File: config.mk
export PLATFORM = sky130hd
export DESIGN_NAME = dch_prio_arbiter
export DESIGN_NICKNAME = d
export VERILOG_FILES = /design/src/rtl/dch_arb_pkg.sv /design/src/rtl/dch_run_counter.sv /design/src/rtl/dch_thr_select.sv /design/src/rtl/dch_access_fsm.sv /design/src/rtl/dch_prio_arbiter.sv
export SDC_FILE = /design/constraint.sdc
export NUM_CORES = 1
export LEC_CHECK = 0
export BUFFER_PORTS_ARGS = -buffer_cell sky130_fd_sc_hd__buf_2
export CORE_UTILIZATION = 52
export CTS_CLUSTER_DIAMETER = 50
export DETAILED_ROUTE_END_ITERATION = 12
export PLACE_DENSITY = 0.83
export SYNTH_ARGS = -nofsm -noshare
export SYNTH_HDL_FRONTEND = slang
export SYNTH_HIERARCHICAL = 1
export SYNTH_SLANG_ARGS = --single-unit
File: constraint.sdc
create_clock -name clk -period 2.6 [get_ports clk]
set_input_delay 0.26 -clock clk [delete_from_list [all_inputs] [get_ports clk]]
set_output_delay 0.26 -clock clk [all_outputs]
set_load 0.05 [all_outputs]
File: src/rtl/dch_arb_pkg.sv
// Shared types for the D-channel priority arbiter.
package dch_arb_pkg;
    // Access state: waiting for a run, sending a frame, or holding after a collision
    typedef enum logic [1:0] {
        ARB_IDLE  = 2'd0,
        ARB_SEND  = 2'd1,
        ARB_ABORT = 2'd2
    } arb_state_t;
endpackage

File: src/rtl/dch_run_counter.sv
// Counts consecutive ones of the selected bit stream, one step per bit strobe.
// Assumes bit_i is valid whenever bit_en_i is high. The count saturates at all-ones.
// The count after the current bit is also offered combinationally, so that a
// decision can be taken in the same slot.
module dch_run_counter #(
    parameter int CNT_W = 4
) (
    input  logic             clk,
    input  logic             rst_n,
    input  logic             bit_en_i,
    input  logic             bit_i,
    output logic [CNT_W-1:0] cnt_o,
    output logic [CNT_W-1:0] cnt_nxt_o
);
    localparam logic [CNT_W-1:0] CNT_MAX = {CNT_W{1'b1}};

    logic [CNT_W-1:0] cnt_q;

    // Next run length: a zero clears it, a one extends it up to saturation
    always_comb begin
        if (!bit_i)
            cnt_nxt_o = '0;
        else if (cnt_q == CNT_MAX)
            cnt_nxt_o = CNT_MAX;
        else
            cnt_nxt_o = cnt_q + 1'b1;
    end

    // Run register, advanced on each bit strobe
    always_ff @(posedge clk) begin
        if (!rst_n)
            cnt_q <= '0;
        else if (bit_en_i)
            cnt_q <= cnt_nxt_o;
    end

    assign cnt_o = cnt_q;

    // a zero bit leaves an empty run
    a_r3_zero_clears_run: assert property (@(posedge clk) disable iff (!rst_n)
        (bit_en_i && !bit_i) |=> (cnt_o == '0));

    // a full run stays full
    a_r11_no_wrap: assert property (@(posedge clk) disable iff (!rst_n)
        (bit_en_i && bit_i && cnt_o == CNT_MAX) |=> (cnt_o == CNT_MAX));
endmodule

File: src/rtl/dch_thr_select.sv
// Forms the run threshold from the priority class and the lowered-priority flag.
// Assumes HI_THR + 1 fits in CNT_W bits.
module dch_thr_select #(
    parameter int CNT_W  = 4,
    parameter int LO_THR = 8,
    parameter int HI_THR = 10
) (
    input  logic             pri_hi_i,
    input  logic             lowered_i,
    output logic [CNT_W-1:0] thr_o
);
    localparam logic [CNT_W-1:0] LO_VAL = CNT_W'(LO_THR);
    localparam logic [CNT_W-1:0] HI_VAL = CNT_W'(HI_THR);

    // Class base value, plus one while lowered
    always_comb begin
        thr_o = (pri_hi_i ? HI_VAL : LO_VAL) + {{(CNT_W-1){1'b0}}, lowered_i};
    end
endmodule

File: src/rtl/dch_access_fsm.sv
// Grant, collision and priority-level control for one local D-channel sender.
// Assumes the run count of the current slot (cnt_nxt_i) and the threshold are
// settled whenever bit_en_i is high. All outputs are registered and move only on
// strobes. A release of bac_n during a grant is taken before the echo compare.
module dch_access_fsm
    import dch_arb_pkg::*;
#(
    parameter int CNT_W = 4
) (
    input  logic             clk,
    input  logic             rst_n,
    input  logic             bit_en_i,
    input  logic             cd_en_i,
    input  logic             bac_n_i,
    input  logic             echo_i,
    input  logic             tx_d_i,
    input  logic [CNT_W-1:0] cnt_nxt_i,
    input  logic [CNT_W-1:0] thr_i,
    output logic             go_o,
    output logic             coll_o,
    output logic             lowered_o
);
    arb_state_t st_q;
    logic       go_q, coll_q, low_q;
    logic       run_met;

    // Run condition for this slot
    assign run_met = (cnt_nxt_i >= thr_i);

    // Access state machine, evaluated once per bit slot
    always_ff @(posedge clk) begin
        if (!rst_n) begin
            st_q   <= ARB_IDLE;
            go_q   <= 1'b0;
            coll_q <= 1'b0;
            low_q  <= 1'b0;
        end else if (bit_en_i) begin
            if (!cd_en_i) begin
                st_q   <= ARB_IDLE;
                go_q   <= !bac_n_i;
                coll_q <= 1'b0;
                low_q  <= 1'b0;
            end else begin
                unique case (st_q)
                    ARB_IDLE: begin
                        coll_q <= 1'b0;
                        if (!bac_n_i && run_met) begin
                            st_q <= ARB_SEND;
                            go_q <= 1'b1;
                        end else begin
                            go_q <= 1'b0;
                            if (bac_n_i && low_q && run_met)
                                low_q <= 1'b0;
                        end
                    end
                    ARB_SEND: begin
                        if (bac_n_i) begin
                            st_q  <= ARB_IDLE;
                            go_q  <= 1'b0;
                            low_q <= 1'b1;
                        end else if (echo_i != tx_d_i) begin
                            st_q   <= ARB_ABORT;
                            go_q   <= 1'b0;
                            coll_q <= 1'b1;
                        end
                    end
                    ARB_ABORT: begin
                        go_q <= 1'b0;
                        if (bac_n_i) begin
                            st_q   <= ARB_IDLE;
                            coll_q <= 1'b0;
                        end
                    end
                    default: begin
                        st_q <= ARB_IDLE;
                        go_q <= 1'b0;
                    end
                endcase
            end
        end
    end

    assign go_o      = go_q;
    assign coll_o    = coll_q;
    assign lowered_o = low_q;

    // an aborted sender never holds the grant
    a_r6_coll_blocks_go: assert property (@(posedge clk) disable iff (!rst_n)
        coll_o |-> !go_o);

    // no grant from idle on a short run
    a_r2_short_run_no_go: assert property (@(posedge clk) disable iff (!rst_n)
        (bit_en_i && cd_en_i && st_q == ARB_IDLE && cnt_nxt_i < thr_i) |=> !go_o);

    // a released frame lowers the priority and ends the grant
    a_r7_success_lowers: assert property (@(posedge clk) disable iff (!rst_n)
        (bit_en_i && cd_en_i && st_q == ARB_SEND && bac_n_i) |=> (lowered_o && !go_o));

    // outputs hold between strobes
    a_r5_hold_between_slots: assert property (@(posedge clk) disable iff (!rst_n)
        !bit_en_i |=> ($stable(go_o) && $stable(coll_o) && $stable(lowered_o)));

    // bypass follows the request bit
    a_r10_bypass_follows: assert property (@(posedge clk) disable iff (!rst_n)
        (bit_en_i && !cd_en_i) |=> ((go_o == !$past(bac_n_i)) && !coll_o));
endmodule

File: src/rtl/dch_prio_arbiter.sv
// Top of the D-channel priority access arbiter. It selects the counted stream,
// counts runs of ones, forms the class threshold and drives the grant and
// collision controller. Assumes a single local sender and a bit_en strobe once
// per D-bit slot, with the slot's inputs valid while the strobe is high.
module dch_prio_arbiter #(
    parameter int CNT_W  = 4,
    parameter int LO_THR = 8,
    parameter int HI_THR = 10
) (
    input  logic             clk,
    input  logic             rst_n,
    input  logic             bit_en,
    input  logic             cd_en,
    input  logic             pri_hi,
    input  logic             src_iom,
    input  logic             echo,
    input  logic             iom_d,
    input  logic             tx_d,
    input  logic             bac_n,
    output logic             go,
    output logic             coll,
    output logic             lowered,
    output logic [CNT_W-1:0] thr
);
    logic             cnt_bit;
    logic [CNT_W-1:0] cnt_cur, cnt_nxt;

    // Stream selection for the run counter
    assign cnt_bit = src_iom ? iom_d : echo;

    dch_run_counter #(.CNT_W(CNT_W)) u_run (
        .clk       (clk),
        .rst_n     (rst_n),
        .bit_en_i  (bit_en),
        .bit_i     (cnt_bit),
        .cnt_o     (cnt_cur),
        .cnt_nxt_o (cnt_nxt)
    );

    dch_thr_select #(.CNT_W(CNT_W), .LO_THR(LO_THR), .HI_THR(HI_THR)) u_thr (
        .pri_hi_i  (pri_hi),
        .lowered_i (lowered),
        .thr_o     (thr)
    );

    dch_access_fsm #(.CNT_W(CNT_W)) u_fsm (
        .clk       (clk),
        .rst_n     (rst_n),
        .bit_en_i  (bit_en),
        .cd_en_i   (cd_en),
        .bac_n_i   (bac_n),
        .echo_i    (echo),
        .tx_d_i    (tx_d),
        .cnt_nxt_i (cnt_nxt),
        .thr_i     (thr),
        .go_o      (go),
        .coll_o    (coll),
        .lowered_o (lowered)
    );

    // a released bus bit leaves no grant after the slot
    a_r4_no_go_when_free: assert property (@(posedge clk) disable iff (!rst_n)
        (bit_en && cd_en && bac_n) |=> !go);

    // the threshold is always the class value or one above it
    a_r8_thr_range: assert property (@(posedge clk) disable iff (!rst_n)
        (thr == (pri_hi ? CNT_W'(HI_THR) : CNT_W'(LO_THR)) + CNT_W'(lowered)));

    // the count never exceeds the width
    a_r11_cnt_known: assert property (@(posedge clk) disable iff (!rst_n)
        !$isunknown(cnt_cur));
endmodule

* Yosys cells after proc, flatten, opt, wreduce, memory -nomap -nowiden
Index checks and enable logic that the tools add are counted.
Storage, ports and cells: bits of input ports 10, logic and storage cells 56, output and inout port bits 7, register bits 9
Cells by class: $add $sub $neg 2, reduce and logical (&&, ||, !) cells 9, multiplexer cells 25, order comparisons 1, eq/ne operators 14
Operator list (count):
- 1-bit two-way mux | 13
- 2-bit two-way mux | 6
- 3-bit != test, second input constant | 4
- 5-bit AND reduction | 2
- 3-bit by 2-bit != test with 1-bit output, second input constant | 3
- 4-bit two-way mux | 2
- 2-bit one-hot mux with 3 select lines | 1
- 4-bit by 1-bit adder with 4-bit output | 1
- 4-bit by 1-bit adder with 4-bit output, second input constant | 1
- 4-bit equality test, second input constant | 1
- 4-bit greater-or-equal comparator | 1
- 4-bit by 1-bit != test with 1-bit output, second input constant | 1
- 4-bit by 3-bit != test with 1-bit output, second input constant | 1
- 1-bit one-hot mux with 2 select lines | 2
- 4-bit AND reduction | 1
- 1-bit logical AND | 3
- 3-bit by 1-bit != test with 1-bit output, second input constant | 1
- 1-bit one-hot mux with 3 select lines | 1
- 2-bit by 1-bit equality test with 1-bit output, second input constant | 1
- 2-bit equality test, second input constant | 1
- 2-bit logical NOT | 1
- 2-bit AND reduction | 1
- 1-bit logical NOT | 1
- 1-bit != test | 1

* Depth between registers and ports, before layout
depth in word-level cells 9, depth in mapped cells 10

* Hierarchy
Netlist, hierarchy kept.
Modules (own cells, without submodules):
- dch_access_fsm | area an instance 471.7 um^2, instances 1, cells an instance 61
- dch_run_counter | area an instance 247.7 um^2, instances 1, cells an instance 29
- dch_thr_select | area an instance 37.5 um^2, instances 1, cells an instance 6
- dch_prio_arbiter | area an instance 15.0 um^2, instances 1, cells an instance 1

* Worst setup path before layout
No wires, ideal clock.
path kind reg-to-reg, start reg u_run.cnt_q[0] (netlist: u_run/cnt_o[0]), end reg u_fsm.st_q[1], arrival 2.155 ns, slack 0.328 ns, library setup time 0.117 ns, period minus slack after synthesis 2.272 ns, stages on the path, launching flop included 10, cells stage by stage dfxtp_1 ha_1 nand3_1 a21boi_1 inv_1 ha_1 o21ai_0 a211o_1 or3_1 a32o_1
Between the ends: word-level cells in the longest chain between the ends 7, elaborated cells on any way between the ends 8, those cells by class 1 x add/sub; 1 x order compare; 2 x eq/ne; 2 x mux; 2 x reduce/logical
Ends and longest elaborated chain:
- start, declared | RTL line dch_run_counter.sv:17 | logic [CNT_W-1:0] cnt_q;
- start signal, assigned | RTL line dch_run_counter.sv:34 | cnt_q <= cnt_nxt_o;
- 4-bit by 1-bit adder with 4-bit output / 4-bit equality test (equally long branches) | RTL line dch_run_counter.sv:26, dch_run_counter.sv:23
- 4-bit two-way mux (*) | RTL line dch_run_counter.sv:23 | else if (cnt_q == CNT_MAX)
- 4-bit two-way mux (*) | RTL line dch_run_counter.sv:21 | if (!bit_i)
- net cnt_nxt[0] | RTL line dch_prio_arbiter.sv:26 | logic [CNT_W-1:0] cnt_cur, cnt_nxt;
- 4-bit greater-or-equal comparator (*) | RTL line dch_access_fsm.sv:28 | assign run_met = (cnt_nxt_i >= thr_i);
- 1-bit logical AND (*) | RTL line dch_access_fsm.sv:47 | if (!bac_n_i && run_met) begin
- 3-bit by 2-bit != test with 1-bit output (no line) (*)
- 4-bit AND reduction (no line) (*)
- end signal, assigned | RTL line dch_access_fsm.sv:33 | st_q <= ARB_IDLE;
- end signal, assigned | RTL line dch_access_fsm.sv:39 | st_q <= ARB_IDLE;
- end signal, assigned | RTL line dch_access_fsm.sv:48 | st_q <= ARB_SEND;
- end, declared | RTL line dch_access_fsm.sv:23 | arb_state_t st_q;
Mark *: on every way through the listed nets, which the timed path passes. The rest lies on a longest branch. A chain may end at the register's enable or synchronous reset.

* Final worst setup path
Same ends and word-level chain as after synthesis.

==> flow_summary.json <==
{
  "status": "finished, final reports clean",
  "viasPerCell": 6.03,
  "die_h_um": 40.5,
  "die_w_um": 40.5,
  "hpwl_mm": 1.27,
  "clock_skew_ps": 3.06,
  "grtUsageTotal_pct": 23.1,
  "end_kind": "flop",
  "rsz0062_at_grt": "no",
  "p_per_area_mw_per_mm2": 387,
  "netlist_area_sq_um": 772,
  "layout_common_cells": "buf_2, inv_1, nand2_1, dfxtp_1, ha_1",
  "vias": 748,
  "dpl_worst_slack_ps": 114,
  "ys.flop_type": "dfxtp_1",
  "synth.distinct_cells": 40,
  "cts_root_buf": "clkbuf_4",
  "drt_iter0_markers": 29,
  "dr.pass1.iters": 5,
  "start_util_pct": 57.9,
  "final_common_cell": "buf_2",
  "synth.avg_cell_area_sq_um": 7.96,
  "post-route-period-util_pct": 92.9,
  "cts_buffers": 3,
  "fin_hold_ws_ps": 271,
  "slew_viol_final": 0,
  "grt_max_degree": 14,
  "crit_path_start_kind": "flop",
  "drive_above_1_share_pct": 23.9,
  "core_sq_mm": 0.00133,
  "syn_inst": 97,
  "insertion_delay_ps": 270,
  "setup_tns_ps": 0,
  "fillers": 125,
  "cts_hold_buf": 0,
  "vdd_drop_max_v": 0.000292,
  "cts_tree": "done",
  "drc": 0,
  "finalWorstSetupSlack_ps": 185,
  "ys_seq_elements": 9,
  "synth_nets": 115,
  "final_net_count": 128,
  "setup_viol_count_final": 0,
  "clock-sinks": 9,
  "drv_cap": 0,
  "synth_edf_count": 0,
  "min_period_ps": 2410,
  "port_buffers": 14,
  "ff_latch_area_sq_um": 180,
  "multi_input_area_sq_um": 523,
  "dieArea_sq_mm": 0.00164,
  "path_class": "flop to flop",
  "overflow": 0,
  "antenna_found_initial": 0,
  "htreeDepth": 1,
  "worstHoldPathType": "input port to flop",
  "syn_to_final_growth_pct": 11.3,
  "clkSlewWorstSetupHoldPaths_ps": 70,
  "drtAntennaViolNets": 0,
  "routed_wl_mm": 1.69,
  "post_drt_wl_per_cell_um": 13.7,
  "finalHoldViolations": 0,
  "power.leakage_nw": 0.384,
  "synth-seq-area-share_pct": 23.3,
  "routabilityCongestion": 0.904,
  "io_pins": 17,
  "crit_fanout": 6,
  "critPathRequiredTime_ps": 2760,
  "grt_pass1_wl_mm": 2.52,
  "yosysWarningCount": 6,
  "fmax_ghz": 0.414,
  "rows": 13,
  "crit_arrival_ps": 2580,
  "first_global_vias": 615,
  "antennaDiodeCount": 0,
  "synthArstFlopShare_pct": 0,
  "cts_buffer_depth": 2
}
[report_power, final]
group / switching (mW) / internal [mW]
Combinational: 0.0475 / 0.0259
Clock: 0.0553 / 0.0594
Sequential: 0.00401 / 0.141
[critical path, cell delays in order, from the launching register on]
cell and delay, ps:
dfxtp_1 470, ha_4 230, nand3_1 110, a21boi_1 190, inv_1 60, ha_1 270
o21ai_0 110, a211o_1 300, or3_1 370, a32o_1 210
[per-layer routing]
metal	vias up	routed length, um	global-route usage [%]
met2	36	771	38.1
met4	0	32	12.5
li1	369	-	-
met1	339	798	29.3
met5	-	0	0
met3	4	91	1.67
[stage by stage]
stage          power [mW]  cells  instance area (sq um)  util [%]
2_1_floorplan       0.201     97                    772         -
3_3_place_gp        0.217    120                    821      61.5
3_5_place_dp        0.218    120                    821      61.5
4_1_cts             0.330    124                    847      63.5
5_1_grt             0.346    124                    860      64.4
6_report            0.333    124                    860      64.4
[sequential cells by signal, indices dropped and copies added, names as in the netlist]
register	cells
u_run/cnt_o	4
u_fsm/lowered_o	1
u_fsm/coll_o	1
u_fsm/go_o	1
u_fsm/st_q	2
[layout make-up]
type	count	area share, %
multi-input combinational	71	60.8
sequential	9	21.0
timing repair buffer	14	8.15
inverter	11	4.80
clock buffer	4	3.06
tap	15	2.18
[kinds of logic (layout without fill, tap and decap cells)]
group | Yosys count | in the layout | share of synthesized area [%]
buffers and inverters | 17 | 29 | 10.5
other | 2 | 2 | 0.973
AND/OR/NAND/NOR | 29 | 29 | 19.3
adder cells (fa/ha/maj) | 8 | 8 | 13.0
flip-flops | 9 | 9 | 23.3
AO/OA/AOI/OAI | 28 | 28 | 27.2
multiplexers | 3 | 3 | 4.54
XOR/XNOR | 1 | 1 | 1.13
[synthesized netlist by cell type (2+ instances only)]
| library cell | count | area share (%) |
|---|---|---|
| inv_1 | 11 | 5.3 |
| dfxtp_1 | 9 | 23 |
| nand2_1 | 9 | 4.4 |
| ha_1 | 8 | 13 |
| a21oi_1 | 5 | 3.2 |
| a31oi_1 | 5 | 4.1 |
| buf_4 | 4 | 3.9 |
| nand3_1 | 4 | 2.6 |
| nor2_1 | 3 | 1.5 |
| nor3_1 | 3 | 1.9 |
| o21ai_0 | 3 | 1.9 |
| clkbuf_2 | 2 | 1.3 |
| conb_1 | 2 | 0.97 |
| mux2i_1 | 2 | 2.6 |
| nor2b_1 | 2 | 1.6 |
[repair_timing]
item                                    4_1_cts  5_1_grt
setup buffers                                 0        0
endpoints found under the setup margin        0        1
gates resized for setup                       0        2
[path summary, 6_finish.rpt]
path	startpoint	to	slack [ps]	cells after the start
min reg2reg	u_fsm/go_o	u_fsm/go_o	480	2
max	u_run/cnt_o[0]	u_fsm/st_q[1]	190	9
max reg2reg	u_run/cnt_o[0]	u_fsm/st_q[1]	190	9
min	bit_en	u_run/cnt_o[3]	270	2
Power figures use the tool's default switching activity.
